`src/rtl/cslow_pkg.sv`:
```
package cslow_pkg;

    typedef enum logic {
        MIX_FUSED = 1'b0,
        MIX_SPLIT = 1'b1
    } mix_variant_e;

    // width of a slot index; at least one bit even for a single stream
    function automatic int unsigned slot_bits(input int unsigned slots);
        return (slots > 1) ? $clog2(slots) : 1;
    endfunction

    // clocks from an accepted sample to its result on the output
    function automatic int unsigned loop_latency(input int unsigned slots, input bit split);
        return (split && slots >= 2) ? 2 : 1;
    endfunction

endpackage

```
`src/rtl/cslow_slot_counter.sv`:
```
module cslow_slot_counter #(
    parameter int unsigned SLOWS = 4,
    parameter int unsigned SW    = 2
) (
    input  logic          clk,
    input  logic          rst,
    input  logic          in_valid,
    input  logic [SW-1:0] in_stream,
    output logic [SW-1:0] slot,
    output logic          take
);
    localparam logic [SW-1:0] LAST = SW'(SLOWS - 1);

    typedef struct packed {
        logic [SW-1:0] slot;
    } cnt_s;

    cnt_s cnt_d, cnt_q;

    always_comb begin
        cnt_d      = cnt_q;
        cnt_d.slot = (cnt_q.slot == LAST) ? '0 : cnt_q.slot + 1'b1;
    end

    always_ff @(posedge clk) begin
        if (rst) cnt_q <= '0;
        else     cnt_q <= cnt_d;
    end

    assign slot = cnt_q.slot;
    // a sample only counts when it claims the slot now being served
    assign take = in_valid && (in_stream == cnt_q.slot);

endmodule

```
`src/rtl/cslow_mix_unit.sv`:
```
module cslow_mix_unit #(
    parameter int unsigned      WIDTH = 16,
    parameter int unsigned      ROT   = 3,
    parameter logic [WIDTH-1:0] SALT  = 'h5A3C
) (
    input  logic [WIDTH-1:0] state_i,
    input  logic [WIDTH-1:0] sample_i,
    input  logic             take_i,
    output logic [WIDTH-1:0] sum_o,
    input  logic [WIDTH-1:0] scr_i,
    output logic [WIDTH-1:0] scr_o
);
    localparam int unsigned RS = ROT % WIDTH;

    always_comb begin
        sum_o = take_i ? state_i + sample_i : state_i;
        if (RS == 0) scr_o = scr_i ^ SALT;
        else         scr_o = ((scr_i << RS) | (scr_i >> (WIDTH - RS))) ^ SALT;
    end

endmodule

```
`src/rtl/cslow_delay_line.sv`:
```
module cslow_delay_line #(
    parameter int unsigned WIDTH = 16,
    parameter int unsigned DEPTH = 2
) (
    input  logic             clk,
    input  logic             rst,
    input  logic [WIDTH-1:0] din,
    output logic [WIDTH-1:0] dout
);
    logic [DEPTH-1:0][WIDTH-1:0] line_d, line_q;

    // every stage shifts on every clock: no enable, so slots never slip
    always_comb begin
        line_d[0] = din;
        for (int i = 1; i < DEPTH; i++) line_d[i] = line_q[i-1];
    end

    always_ff @(posedge clk) begin
        if (rst) line_q <= '0;
        else     line_q <= line_d;
    end

    assign dout = line_q[DEPTH-1];

endmodule

```
`src/rtl/cslow_mix_core.sv`:
```
module cslow_mix_core
    import cslow_pkg::*;
#(
    parameter int unsigned      SLOWS     = 4,
    parameter int unsigned      WIDTH     = 16,
    parameter int unsigned      ROT       = 3,
    parameter logic [WIDTH-1:0] SALT      = 'h5A3C,
    parameter bit               SPLIT_MIX = 1'b1,
    localparam int unsigned     SW        = slot_bits(SLOWS)
) (
    input  logic             clk,
    input  logic             rst,
    input  logic             in_valid,
    input  logic [SW-1:0]    in_stream,
    input  logic [WIDTH-1:0] in_data,
    output logic             out_valid,
    output logic [SW-1:0]    out_stream,
    output logic [WIDTH-1:0] out_data
);
    localparam mix_variant_e VARIANT    = (SPLIT_MIX && SLOWS >= 2) ? MIX_SPLIT : MIX_FUSED;
    localparam int unsigned  OWN_STAGES = (VARIANT == MIX_SPLIT) ? 2 : 1;
    localparam int unsigned  REST       = SLOWS - OWN_STAGES;

    logic [SW-1:0]    slot;
    logic             take;
    logic [WIDTH-1:0] tail;
    logic [WIDTH-1:0] head;
    logic [WIDTH-1:0] sum;
    logic [WIDTH-1:0] scr_in;
    logic [WIDTH-1:0] scr_out;

    cslow_slot_counter #(
        .SLOWS (SLOWS),
        .SW    (SW)
    ) u_slots (
        .clk       (clk),
        .rst       (rst),
        .in_valid  (in_valid),
        .in_stream (in_stream),
        .slot      (slot),
        .take      (take)
    );

    cslow_mix_unit #(
        .WIDTH (WIDTH),
        .ROT   (ROT),
        .SALT  (SALT)
    ) u_mix (
        .state_i  (tail),
        .sample_i (in_data),
        .take_i   (take),
        .sum_o    (sum),
        .scr_i    (scr_in),
        .scr_o    (scr_out)
    );

    if (VARIANT == MIX_SPLIT) begin : g_split
        // ring slot 0 holds the sum, ring slot 1 the finished state
        typedef struct packed {
            logic [WIDTH-1:0] acc;
            logic             mix;
            logic [SW-1:0]    sid_a;
            logic [WIDTH-1:0] st;
            logic             vld;
            logic [SW-1:0]    sid;
        } split_s;

        split_s s_d, s_q;

        assign scr_in = s_q.acc;

        always_comb begin
            s_d       = s_q;
            s_d.acc   = sum;
            s_d.mix   = take;
            s_d.sid_a = slot;
            s_d.st    = s_q.mix ? scr_out : s_q.acc;
            s_d.vld   = s_q.mix;
            s_d.sid   = s_q.sid_a;
        end

        always_ff @(posedge clk) begin
            if (rst) s_q <= '0;
            else     s_q <= s_d;
        end

        assign head       = s_q.st;
        assign out_valid  = s_q.vld;
        assign out_stream = s_q.sid;
    end else begin : g_fused
        typedef struct packed {
            logic [WIDTH-1:0] st;
            logic             vld;
            logic [SW-1:0]    sid;
        } fused_s;

        fused_s f_d, f_q;

        assign scr_in = sum;

        always_comb begin
            f_d     = f_q;
            f_d.st  = take ? scr_out : tail;
            f_d.vld = take;
            f_d.sid = slot;
        end

        always_ff @(posedge clk) begin
            if (rst) f_q <= '0;
            else     f_q <= f_d;
        end

        assign head       = f_q.st;
        assign out_valid  = f_q.vld;
        assign out_stream = f_q.sid;
    end

    if (REST > 0) begin : g_ring
        cslow_delay_line #(
            .WIDTH (WIDTH),
            .DEPTH (REST)
        ) u_ring (
            .clk  (clk),
            .rst  (rst),
            .din  (head),
            .dout (tail)
        );
    end else begin : g_short
        assign tail = head;
    end

    assign out_data = head;

endmodule

```
`config.mk`:
```
export PLATFORM = sky130hd
export DESIGN_NAME = cslow_mix_core
export DESIGN_NICKNAME = d
export VERILOG_FILES = /design/src/rtl/cslow_pkg.sv /design/src/rtl/cslow_slot_counter.sv /design/src/rtl/cslow_mix_unit.sv /design/src/rtl/cslow_delay_line.sv /design/src/rtl/cslow_mix_core.sv
export SDC_FILE = /design/constraint.sdc
export NUM_CORES = 1
export LEC_CHECK = 0
export ABC_AREA = 0
export ABC_CLOCK_PERIOD_IN_PS = 2800
export CORE_MARGIN = 4
export CORE_UTILIZATION = 50
export DETAILED_ROUTE_END_ITERATION = 10
export DONT_BUFFER_PORTS = 1
export GPL_ROUTABILITY_DRIVEN = 1
export PLACE_DENSITY_LB_ADDON = 0.08
export SYNTH_ARGS = -nofsm -noshare
export SYNTH_HDL_FRONTEND = slang
export SYNTH_SLANG_ARGS = --single-unit
```
`constraint.sdc`:
```
create_clock -name clk -period 2.8 [get_ports clk]
set_clock_uncertainty 0.2 [all_clocks]
set_input_delay 0.14 -clock clk [delete_from_list [all_inputs] [get_ports clk]]
set_output_delay 0.14 -clock clk [all_outputs]
set_load 0.05 [all_outputs]
```
==> results of run 1 <==
==> placed cells by master, fill, tap and decap left out, types with 8 or more instances in the layout <==
master and count:
dfxtp_1 72, nor2b_1 39, nor2_1 26, nand2_1 22
a21oi_1 16, ha_1 16, mux2i_1 12, clkbuf_8 11
o21ai_0 10, a211oi_1 8
==> final cells by class <==
class / count / area share
Sequential cell: 72 / 0.441
Clock buffer: 13 / 0.0487
Inverter: 6 / 0.00690
Multi-Input combinational cell: 204 / 0.437
Timing Repair Buffer: 7 / 0.0253
Tap cell: 75 / 0.0287
Clock inverter: 2 / 0.0119
==> per-stage QoR <==
step | utilization | std cells
2_1_floorplan | - | 311
3_5_place_dp | 0.507 | 359
6_report | 0.552 | 379
3_3_place_gp | 0.507 | 359
5_1_grt | 0.552 | 379
4_1_cts | 0.552 | 379
==> routing by layer <==
| metal | wire, um | vias to the layer above |
|---|---|---|
| met3 | 338 | 15 |
| met5 | 0 | - |
| met4 | 157 | 0 |
| li1 | - | 1028 |
| met1 | 3120 | 899 |
| met2 | 2550 | 40 |
==> kinds of logic (layout without fill, tap and decap cells) <==
group	after synthesis	count (layout)
AND/OR/NAND/NOR	108	108
flip-flops	72	72
AO/OA/AOI/OAI	59	59
buffers and inverters	35	28
adder cells (fa/ha/maj)	17	17
multiplexers	13	13
XOR/XNOR	7	7
==> worst reg2reg max path, stage by stage (launching register included) <==
cell and delay (ps):
dfxtp_1 320, ha_1 200, fa_1 410, a21oi_1 210, o21ai_0 150, o2bb2ai_1 190, o21ai_0 220, a2111oi_0 140
a211o_1 290
==> registers in the layout (all words and copies together), names as in the netlist <==
register	flops
out_valid	1
g_ring.u_ring.dout	16
g_split.s_d	3
u_slots.slot	2
out_data	16
g_ring.u_ring.line_d	16
out_stream	2
scr_in	16
==> path summary, 6_finish.rpt <==
kind / start / end / depth (start not counted)
max: in_data[0] / scr_in[14] / 9
min: in_data[8] / scr_in[9] / 4
max reg2reg: g_ring.u_ring.dout[0] / scr_in[14] / 8
min reg2reg: g_ring.u_ring.line_d[31] / g_ring.u_ring.dout[15] / 1
==> power by group through the flow <==
stage,combinational (mW),clock [mW],sequential [mW]
5_1_grt,0.184,0.893,1.12
2_1_floorplan,0.170,0,1.10
3_3_place_gp,0.136,0,1.14
6_report,0.165,0.821,1.12
3_5_place_dp,0.137,0,1.14
4_1_cts,0.165,0.843,1.12
==> flow_metrics.tcl, run 1 <==
set metrics [dict create \
    grt_usage 0.174 \
    drt_drc_violations_left 0 \
    yosys.area_share.simple 0.184 \
    status "complete, no violations" \
    setup.worst_path.end_class "register" \
    synthesis.instances 311 \
    timing.critical_path.from_type "input port" \
    grt_max_degree 75 \
    detailedRoute.firstPassIterationCount 4 \
    post_synthesis_xor_xnor_area_fraction 0.0200 \
    p_total_mw 2.10 \
    area.growth.synth_to_final_pct 6.44 \
    number_of_buffers_inserted_for_hold_repair_after_clock_tree_synthesis 5 \
    post_cts_resized 0 \
    synth-compound-area-share 0.146 \
    mappedNetlistNets 349 \
    post_drt_via_cell_ratio 5.23 \
    die_y_um 86.3 \
    floorplan.die.width_um 86.3 \
    critPathMaxStageDelay_ps 540 \
    hold_viol_final 0 \
    yosysTopAreaCell "dfxtp_1" \
    fin_nets 338 \
    final-seq-area_sq_um 1440 \
    floorplan.die_area_sq_um 7450 \
    cp_cell_instances "dlygate4sd3_1 > ha_1 > fa_1 > a21oi_1 > o21ai_0 > o2bb2ai_1 > o21ai_0 > a2111oi_0 > a211o_1" \
    synth_seq_cells 72 \
    net-switching-power_mw 0.517 \
    worst-endpoint-required_ps 2830 \
    number_of_antenna_violations_at_the_first_check_in_global_routing 0 \
    cpMaxStageDelayCell "dlygate4sd3_1" \
    ys.warnings.count 0 \
    io_buffers 0 \
    synthMuxAreaShare 0.0428 \
    power-per-cell-area_nw_per_um2 644 \
    antenna-diode-count 0 \
    power.static_leakage_nw 1.28 \
    detailedPlacementHpwl_mm 4.26 \
    max_slew.worst_pin.slew_ps 557 \
    yosysSeqAreaShare 0.470 \
    finalWirelength_mm 6.17 \
    clk_network_pwr_share 0.391 \
    drt.antenna.violating_nets 0 \
    count_of_routing_violations_after_the_opening_detailed_route_iteration 99 \
    post_cts.repair.setup_buffers 0 \
    pwr-share-seq 0.531 \
    hold_ws_ps 33.7 \
    worst-path-buf-inv 1 \
    initial_core_util 0.518 \
    rrSetupSlack_ps 370 \
    synth.most_common_cell "dfxtp_1" \
    globalplace.congestion 0.883 \
    cts.root.buffer_cell "clkbuf_8" \
    ir_worst_vdd_mv 0.357 \
    core-area_sq_um 5920 \
    worst_hold_path_type "input port to register" \
    groute.layer.met3.usage 0.0485 \
    final.min_clock_period_ps 2480 \
    part_of_the_power_in_combinational_logic 0.079 \
    synth_top_cells_by_count "dfxtp_1, nor2b_1, nor2_1" \
    main_combinational_cell_family_by_area_after_synthesis "simple AND/OR/NAND/NOR gates" \
    via_count 1982 \
    globalRouteOverflowTotal 0 \
    power.share.switching 0.246 \
    grt_use_met1 0.248 \
    synth-edff-count 0 \
    placement.setup.worst_slack_ps 384 \
    busiest_layer "met1" \
    arrival_ps 2510 \
    layout-drive-gt1-share 0.0987 \
    rows 28 \
    area_of_the_multi_input_gates_sq_um 1430 \
    drt-wirelength-per-cell_um 16.3 \
    fin_crit_sh 0.886 \
    synth_ff_type "dfxtp_1" \
    share_of_flip_flops_with_an_asynchronous_set_or_reset 0 \
    post_synth_instance_area_sq_um 3070 \
    setup-tns-final_ps 0 \
    tritoncts_clock_tree "built" \
    timing.critical_path.mode_cell "o21ai_0" \
    post_synth_fa_ha_maj_area_fraction 0.0718 \
    h_tree_level_count 3 \
    final_area_sq_um 3270 \
    grt_pass1_vias 1936 \
    setup_viol 0 \
    fill_cell_count 549 \
    remaining_max_slew_budget_at_the_tightest_pin 0.629 \
    netlist-cell-type-count 48 \
    clkTransAtPathRegs_ps 70 \
    fmax_mhz 403 \
    highest_net_fanout_along_the_worst_path 4 \
    max_cap_violations 0 \
    clkLatencyLatePin_ps 340 \
    grt_pass1_wl_mm 9.68 \
    gr-usage-met2 0.236 \
    clockBufferDepth 2 \
    rsz0062_at_grt "no" \
    pins_over_their_slew_limit 0 \
    cts.sinks 72 \
    cellInternalPower_mw 1.58 \
    ioPinCount 40 \
    synth.top_cell.area_share 0.470 \
    cp_top_family "compound AO/OA/AOI/OAI gates" \
    post-route-worst-setup-slack_ps 318 \
    cts_buffers 9 \
    critical_setup_path_kind "input port to register" \
    synth_top_cells_by_area "dfxtp_1, nor2b_1, ha_1" \
    synth.avg_cell_area_sq_um 9.86 \
    placement.cell_area_sq_um 3000 \
]
Note: power is estimated with default switching activity, not from simulation.
==> run 2: changes to the inputs <==
--- a/config.mk
+++ b/config.mk
@@ -5,7 +5,7 @@
 export SDC_FILE = /design/constraint.sdc
 export NUM_CORES = 1
 export LEC_CHECK = 0
-export ABC_AREA = 0
+export ABC_AREA = 1
 export ABC_CLOCK_PERIOD_IN_PS = 2800
 export CORE_MARGIN = 4
 export CORE_UTILIZATION = 50
@@ -16,3 +16,4 @@
 export SYNTH_ARGS = -nofsm -noshare
 export SYNTH_HDL_FRONTEND = slang
 export SYNTH_SLANG_ARGS = --single-unit
+export TNS_END_PERCENT = 5
==> flow_metrics.tcl, run 2 <==
set metrics [dict create \
    status "complete, no violations" \
    post_cts_resized 0 \
    globalRouteOverflowTotal 0 \
    power-per-cell-area_nw_per_um2 665 \
    via_count 2529 \
    ir_worst_vdd_mv 0.439 \
    arrival_ps 2130 \
    pins_over_their_slew_limit 0 \
    fin_crit_sh 0.731 \
    setup-tns-final_ps 0 \
    clkLatencyLatePin_ps 350 \
    cts.root.buffer_cell "clkbuf_8" \
    worst_hold_path_type "input port to register" \
    layout-drive-gt1-share 0.0615 \
    timing.critical_path.mode_cell "nand2_1" \
    drt-wirelength-per-cell_um 12.8 \
    cp_cell_instances "dlygate4sd3_1 > ha_1 > fa_1 > nand2_1 > nand2_1 > nand3b_1 > nand2_1 > nand2_1 > nand3_1 > nand2_1 > nor2_1 > nor2_1" \
    max_slew.worst_pin.slew_ps 659 \
    clkTransAtPathRegs_ps 80 \
    io_buffers 0 \
    power.static_leakage_nw 1.77 \
    power.share.switching 0.264 \
    globalplace.congestion 0.898 \
    hold_ws_ps 38.0 \
    synth_top_cells_by_area "dfxtp_1, nor2_1, inv_1" \
    clockBufferDepth 2 \
    post_drt_via_cell_ratio 4.75 \
    finalWirelength_mm 6.83 \
    core-area_sq_um 6390 \
    synth.most_common_cell "nor2_1" \
    rows 29 \
    fill_cell_count 635 \
    post_cts.repair.setup_buffers 0 \
    yosysTopAreaCell "dfxtp_1" \
    fmax_mhz 488 \
    detailedPlacementHpwl_mm 5.00 \
    number_of_antenna_violations_at_the_first_check_in_global_routing 0 \
    grt_pass1_vias 2351 \
    ys.warnings.count 0 \
    die_y_um 89.5 \
    synth_ff_type "dfxtp_1" \
    cts.sinks 72 \
    rsz0062_at_grt "no" \
    yosysSeqAreaShare 0.434 \
    timing.critical_path.from_type "input port" \
    share_of_flip_flops_with_an_asynchronous_set_or_reset 0 \
    synthesis.instances 457 \
    floorplan.die_area_sq_um 8000 \
    synth-edff-count 0 \
    critPathMaxStageDelay_ps 550 \
    cpMaxStageDelayCell "dlygate4sd3_1" \
    synth.top_cell.area_share 0.434 \
    synth.avg_cell_area_sq_um 7.26 \
    floorplan.die.width_um 89.5 \
    final_cells 532 \
    grt_max_degree 48 \
    hold_viol_final 0 \
    tritoncts_clock_tree "built" \
    post-route-util 0.560 \
    drt_drc_violations_left 0 \
    grt_pass1_wl_mm 11.0 \
    ioPinCount 40 \
    setup_viol 0 \
    cellInternalPower_mw 1.75 \
    worst-endpoint-required_ps 2880 \
    max_cap_violations 0 \
    antenna-diode-count 0 \
    dpl.cell_count 508 \
    final.min_clock_period_ps 2050 \
    h_tree_level_count 3 \
    pwr-share-seq 0.487 \
    net-switching-power_mw 0.627 \
    grt_usage 0.185 \
    commonest_non_fill_non_tap_cells_in_the_layout "nor2_1, inv_1, nand2_1" \
    drt.antenna.violating_nets 0 \
    mappedNetlistNets 495 \
    netlist-cell-type-count 28 \
    count_of_routing_violations_after_the_opening_detailed_route_iteration 132 \
    fin_nets 488 \
    post_synth_instance_area_sq_um 3320 \
    clk_network_pwr_share 0.427 \
    highest_net_fanout_along_the_worst_path 3 \
    setup.worst_path.end_class "register" \
    cts_buffers 9 \
    part_of_the_power_in_combinational_logic 0.086 \
    critical_setup_path_kind "input port to register" \
    mostFrequentLayoutCell "nor2_1" \
    initial_core_util 0.520 \
    area.growth.synth_to_final_pct 7.69 \
    remaining_max_slew_budget_at_the_tightest_pin 0.560 \
    synth_top_cells_by_count "nor2_1, inv_1, nand2_1" \
    synth_seq_cells 72 \
    detailedRoute.firstPassIterationCount 4 \
]
## run 2: cell count changes after synthesis, sizes merged, moves of 4 or more
cell    previous run  this run
a211oi             9         0
and3               4         0
clkbuf            11         7
inv                6        86
mux2i             12         0
nand2             22        84
nand3              3        21
nor2              26        86
nor2b             39         0
o21ai             11        22
## run 2: per-stage QoR
step	cell area, sq um	total power, mW	worst slack [ps]
5_1_grt	3570	2.48	563
2_1_floorplan	3320	1.35	996
4_1_cts	3570	2.41	761
6_report	3570	2.38	752
3_3_place_gp	3230	1.36	898
3_5_place_dp	3230	1.36	865
## run 2: critical path, delay by kind of cell
family                   cells  cell delay, ps
adder cells (fa/ha/maj)      2             640
buffers and inverters        1             550
AND/OR/NAND/NOR              9             790
## run 2: cell families (layout without fill, tap and decap cells)
logic type,after synthesis,count (layout),share of synthesized area
adder cells (fa/ha/maj),17,17,0.0664
AND/OR/NAND/NOR,201,201,0.248
AO/OA/AOI/OAI,46,46,0.0773
buffers and inverters,115,113,0.158
XOR/XNOR,6,6,0.0158
flip-flops,72,72,0.434
## run 2: power by group through the flow
| stage | sequential, mW | clock [mW] | combinational, mW |
|---|---|---|---|
| final | 1.16 | 1.02 | 0.204 |
| after global routing | 1.16 | 1.09 | 0.235 |
| after floorplan | 1.12 | 0 | 0.233 |
| after detailed placement | 1.18 | 0 | 0.182 |
| after CTS | 1.16 | 1.04 | 0.206 |
| after global placement | 1.18 | 0 | 0.182 |
## run 2: cell type report
cell class	count	area (sq um)	share of cell area
flip-flops and latches	72	1440	0.403
repair buffers	10	105	0.0294
clock inverters	7	126	0.0354
inverters	87	327	0.0914
clock buffers	9	124	0.0347
multi-input cells	270	1350	0.379
well taps	77	96.3	0.0270
## run 2: worst paths after layout
path | from | endpoint | slack (ps) | cells past startpoint
worst min-delay path | in_data[4] | scr_in[4] | 40 | 3
worst max register to register | g_ring.u_ring.dout[0] | scr_in[14] | 800 | 11
worst min register to register | g_ring.u_ring.line_d[30] | g_ring.u_ring.dout[14] | 200 | 2
worst max-delay path | in_data[0] | scr_in[14] | 750 | 12
## run 2: timing repair
action,CTS,global route
setup endpoints to repair,0,0
hold endpoints to repair,51,0
hold buffers,8,0
## run 2: metal layers
layer,up-vias,GRT usage,wire length (um)
li1,1355,-,-
met1,1129,0.235,3140
met2,36,0.311,3360
met3,9,0.0544,262
met4,0,0.0447,70
met5,-,0,0
==> run 3: changes to the inputs <==
--- a/config.mk
+++ b/config.mk
@@ -5,8 +5,8 @@
 export SDC_FILE = /design/constraint.sdc
 export NUM_CORES = 1
 export LEC_CHECK = 0
-export ABC_AREA = 1
-export ABC_CLOCK_PERIOD_IN_PS = 2800
+export ABC_AREA = 0
+export ABC_CLOCK_PERIOD_IN_PS = 1700
 export CORE_MARGIN = 4
 export CORE_UTILIZATION = 50
 export DETAILED_ROUTE_END_ITERATION = 10
==> constraint.sdc (replaced) <==
create_clock -name clk -period 1.7 [get_ports clk]
set_clock_uncertainty 0.2 [all_clocks]
set_input_delay 0.085 -clock clk [delete_from_list [all_inputs] [get_ports clk]]
set_output_delay 0.085 -clock clk [all_outputs]
set_load 0.05 [all_outputs]
==> flow_metrics.tcl, run 3 (same netlist as run 1, synthesis figures left out) <==
set metrics [dict create \
    hold_viol_final 1 \
    setup_viol 13 \
    ioPinCount 40 \
    initial_core_util 0.518 \
    clockBufferDepth 2 \
    grt_pass1_wl_mm 11.2 \
    setup.worst_path.end_class "register" \
    grt_pass1_vias 2211 \
    floorplan.die.width_um 86.3 \
    rows 28 \
    placement.setup.worst_slack_ps -601 \
    clk_network_pwr_share 0.339 \
    antenna-diode-count 0 \
    io_buffers 0 \
    hold_ws_ps -67.3 \
    drt_drc_violations_left 0 \
    max_cap_violations 0 \
    detailedPlacementHpwl_mm 4.59 \
    pins_over_their_slew_limit 0 \
    h_tree_level_count 3 \
    grt_max_degree 67 \
    clkLatencyLatePin_ps 340 \
    cts.sinks 72 \
    die_y_um 86.3 \
    layout-drive-gt1-share 0.328 \
    cellInternalPower_mw 2.47 \
    finalWirelength_mm 7.03 \
    area.growth.synth_to_final_pct 30.4 \
    part_of_the_power_in_combinational_logic 0.136 \
    drt-wirelength-per-cell_um 15.6 \
    worst_hold_path_type "input port to register" \
    globalplace.congestion 0.861 \
    fmax_mhz 448 \
    timing.critical_path.from_type "register" \
    dpl.cell_count 415 \
    net-switching-power_mw 0.924 \
    critPathMaxStageDelay_ps 440 \
    cts.root.buffer_cell "clkbuf_8" \
    grt_usage 0.197 \
    fin_crit_sh 1.31 \
    drt.antenna.violating_nets 0 \
    worst-endpoint-required_ps 1740 \
    post-route-worst-setup-slack_ps -534 \
    floorplan.die_area_sq_um 7450 \
    globalRouteOverflowTotal 0 \
    post-route-util 0.676 \
    fin_nets 409 \
    final.min_clock_period_ps 2230 \
    count_of_routing_violations_after_the_opening_detailed_route_iteration 94 \
    cp_cell_instances "ha_4 > a21o_1 > and4_4 > o2111ai_4 > a2111oi_4 > a21oi_4 > mux2_4" \
    status "finished, violations left" \
    commonest_non_fill_non_tap_cells_in_the_layout "dfxtp_1, buf_4, nor2b_1" \
    max_slew.worst_pin.slew_ps 481 \
    critical_setup_path_kind "register to register" \
    violations "negative hold slack, negative setup slack" \
    final_cells 450 \
    post_drt_via_cell_ratio 5.17 \
    cp_top_family "compound AO/OA/AOI/OAI gates" \
    number_of_antenna_violations_at_the_first_check_in_global_routing 0 \
    power.share.switching 0.272 \
    remaining_max_slew_budget_at_the_tightest_pin 0.679 \
    tritoncts_clock_tree "built" \
    clkTransAtPathRegs_ps 80 \
    detailedRoute.firstPassIterationCount 4 \
    rsz0062_at_grt "yes" \
    power.static_leakage_nw 1.66 \
    cpMaxStageDelayCell "a2111oi_4" \
    pwr-share-seq 0.525 \
    highest_net_fanout_along_the_worst_path 4 \
    mostFrequentLayoutCell "dfxtp_1" \
    via_count 2327 \
    worst-path-buf-inv 0 \
    power-per-cell-area_nw_per_um2 847 \
    arrival_ps 2270 \
    cts_buffers 9 \
    ir_worst_vdd_mv 0.968 \
    core-area_sq_um 5920 \
]
==> run 3: cell types whose count changed in the layout (fill, tap and decap cells not counted), moves of 8 or more <==
cell           before  now
nor2_1             86   26
buf_4               2   61
nand3_1            21    3
nor2b_1             0   38
a21oi_1            20   10
dlygate4sd3_1       7   15
mux2i_1             0   12
inv_1              85    6
o21ai_0            19    4
nand2_1            82   20
==> run 3: power by group through the flow <==
stage | sequential [mW] | clock [mW] | combinational (mW)
6_report | 1.78 | 1.15 | 0.461
5_1_grt | 1.78 | 1.24 | 0.502
4_1_cts | 1.78 | 1.17 | 0.438
3_5_place_dp | 1.82 | 0 | 0.367
3_3_place_gp | 1.82 | 0 | 0.364
2_1_floorplan | 1.81 | 0 | 0.284
==> run 3: cell type report <==
| cell class | instances | area [sq um] |
|---|---|---|
| timing repair buffer | 78 | 648 |
| multi-input combinational | 204 | 1630 |
| tap | 75 | 93.8 |
| clock buffer | 9 | 124 |
| inverter | 6 | 22.5 |
| sequential | 72 | 1450 |
| fill | 495 | 1920 |
| clock inverter | 6 | 37.5 |
==> run 3: worst register-to-register path, stage by stage (launching register included) <==
cell,delay (ps)
dfxtp_2,340
ha_4,250
a21o_1,120
and4_4,240
o2111ai_4,160
a2111oi_4,440
a21oi_4,70
mux2_4,310
==> run 3: timing repair <==
item / 4_1_cts / 5_1_grt
hold buffers: 15 / 2
endpoints found under the setup margin: 15 / 16
pin swaps: 15 / 4
endpoints found under the hold margin: 72 / 4
setup buffers: 3 / 0
gates resized for setup: 24 / 19
==> run 3: worst paths after layout <==
check	start	end	slack (ps)	cells after the start
setup / recovery	g_ring.u_ring.dout[1]	scr_in[15]	-530	7
hold / removal	in_data[3]	scr_in[3]	-70	4
setup reg to reg	g_ring.u_ring.dout[1]	scr_in[15]	-530	7
hold reg to reg	g_ring.u_ring.line_d[26]	g_ring.u_ring.dout[10]	240	1
==> run 3: metrics by stage <==
stage,area (sq um),setup TNS (ps),total power [mW]
after floorplan,3110,-3020,2.10
after global placement,3460,-5360,2.18
after detailed placement,3460,-5460,2.18
after CTS,3920,-4580,3.39
after global routing,4000,-5180,3.53
final,4000,-4100,3.39
==> run 3: routing by layer <==
metal  up-vias  global-route usage  wire, um
met5         -                   0         0
met4         0              0.0765       133
met3        14              0.0551       338
met2        51               0.275      3000
met1      1086               0.286      3550
li1       1176                   -         -
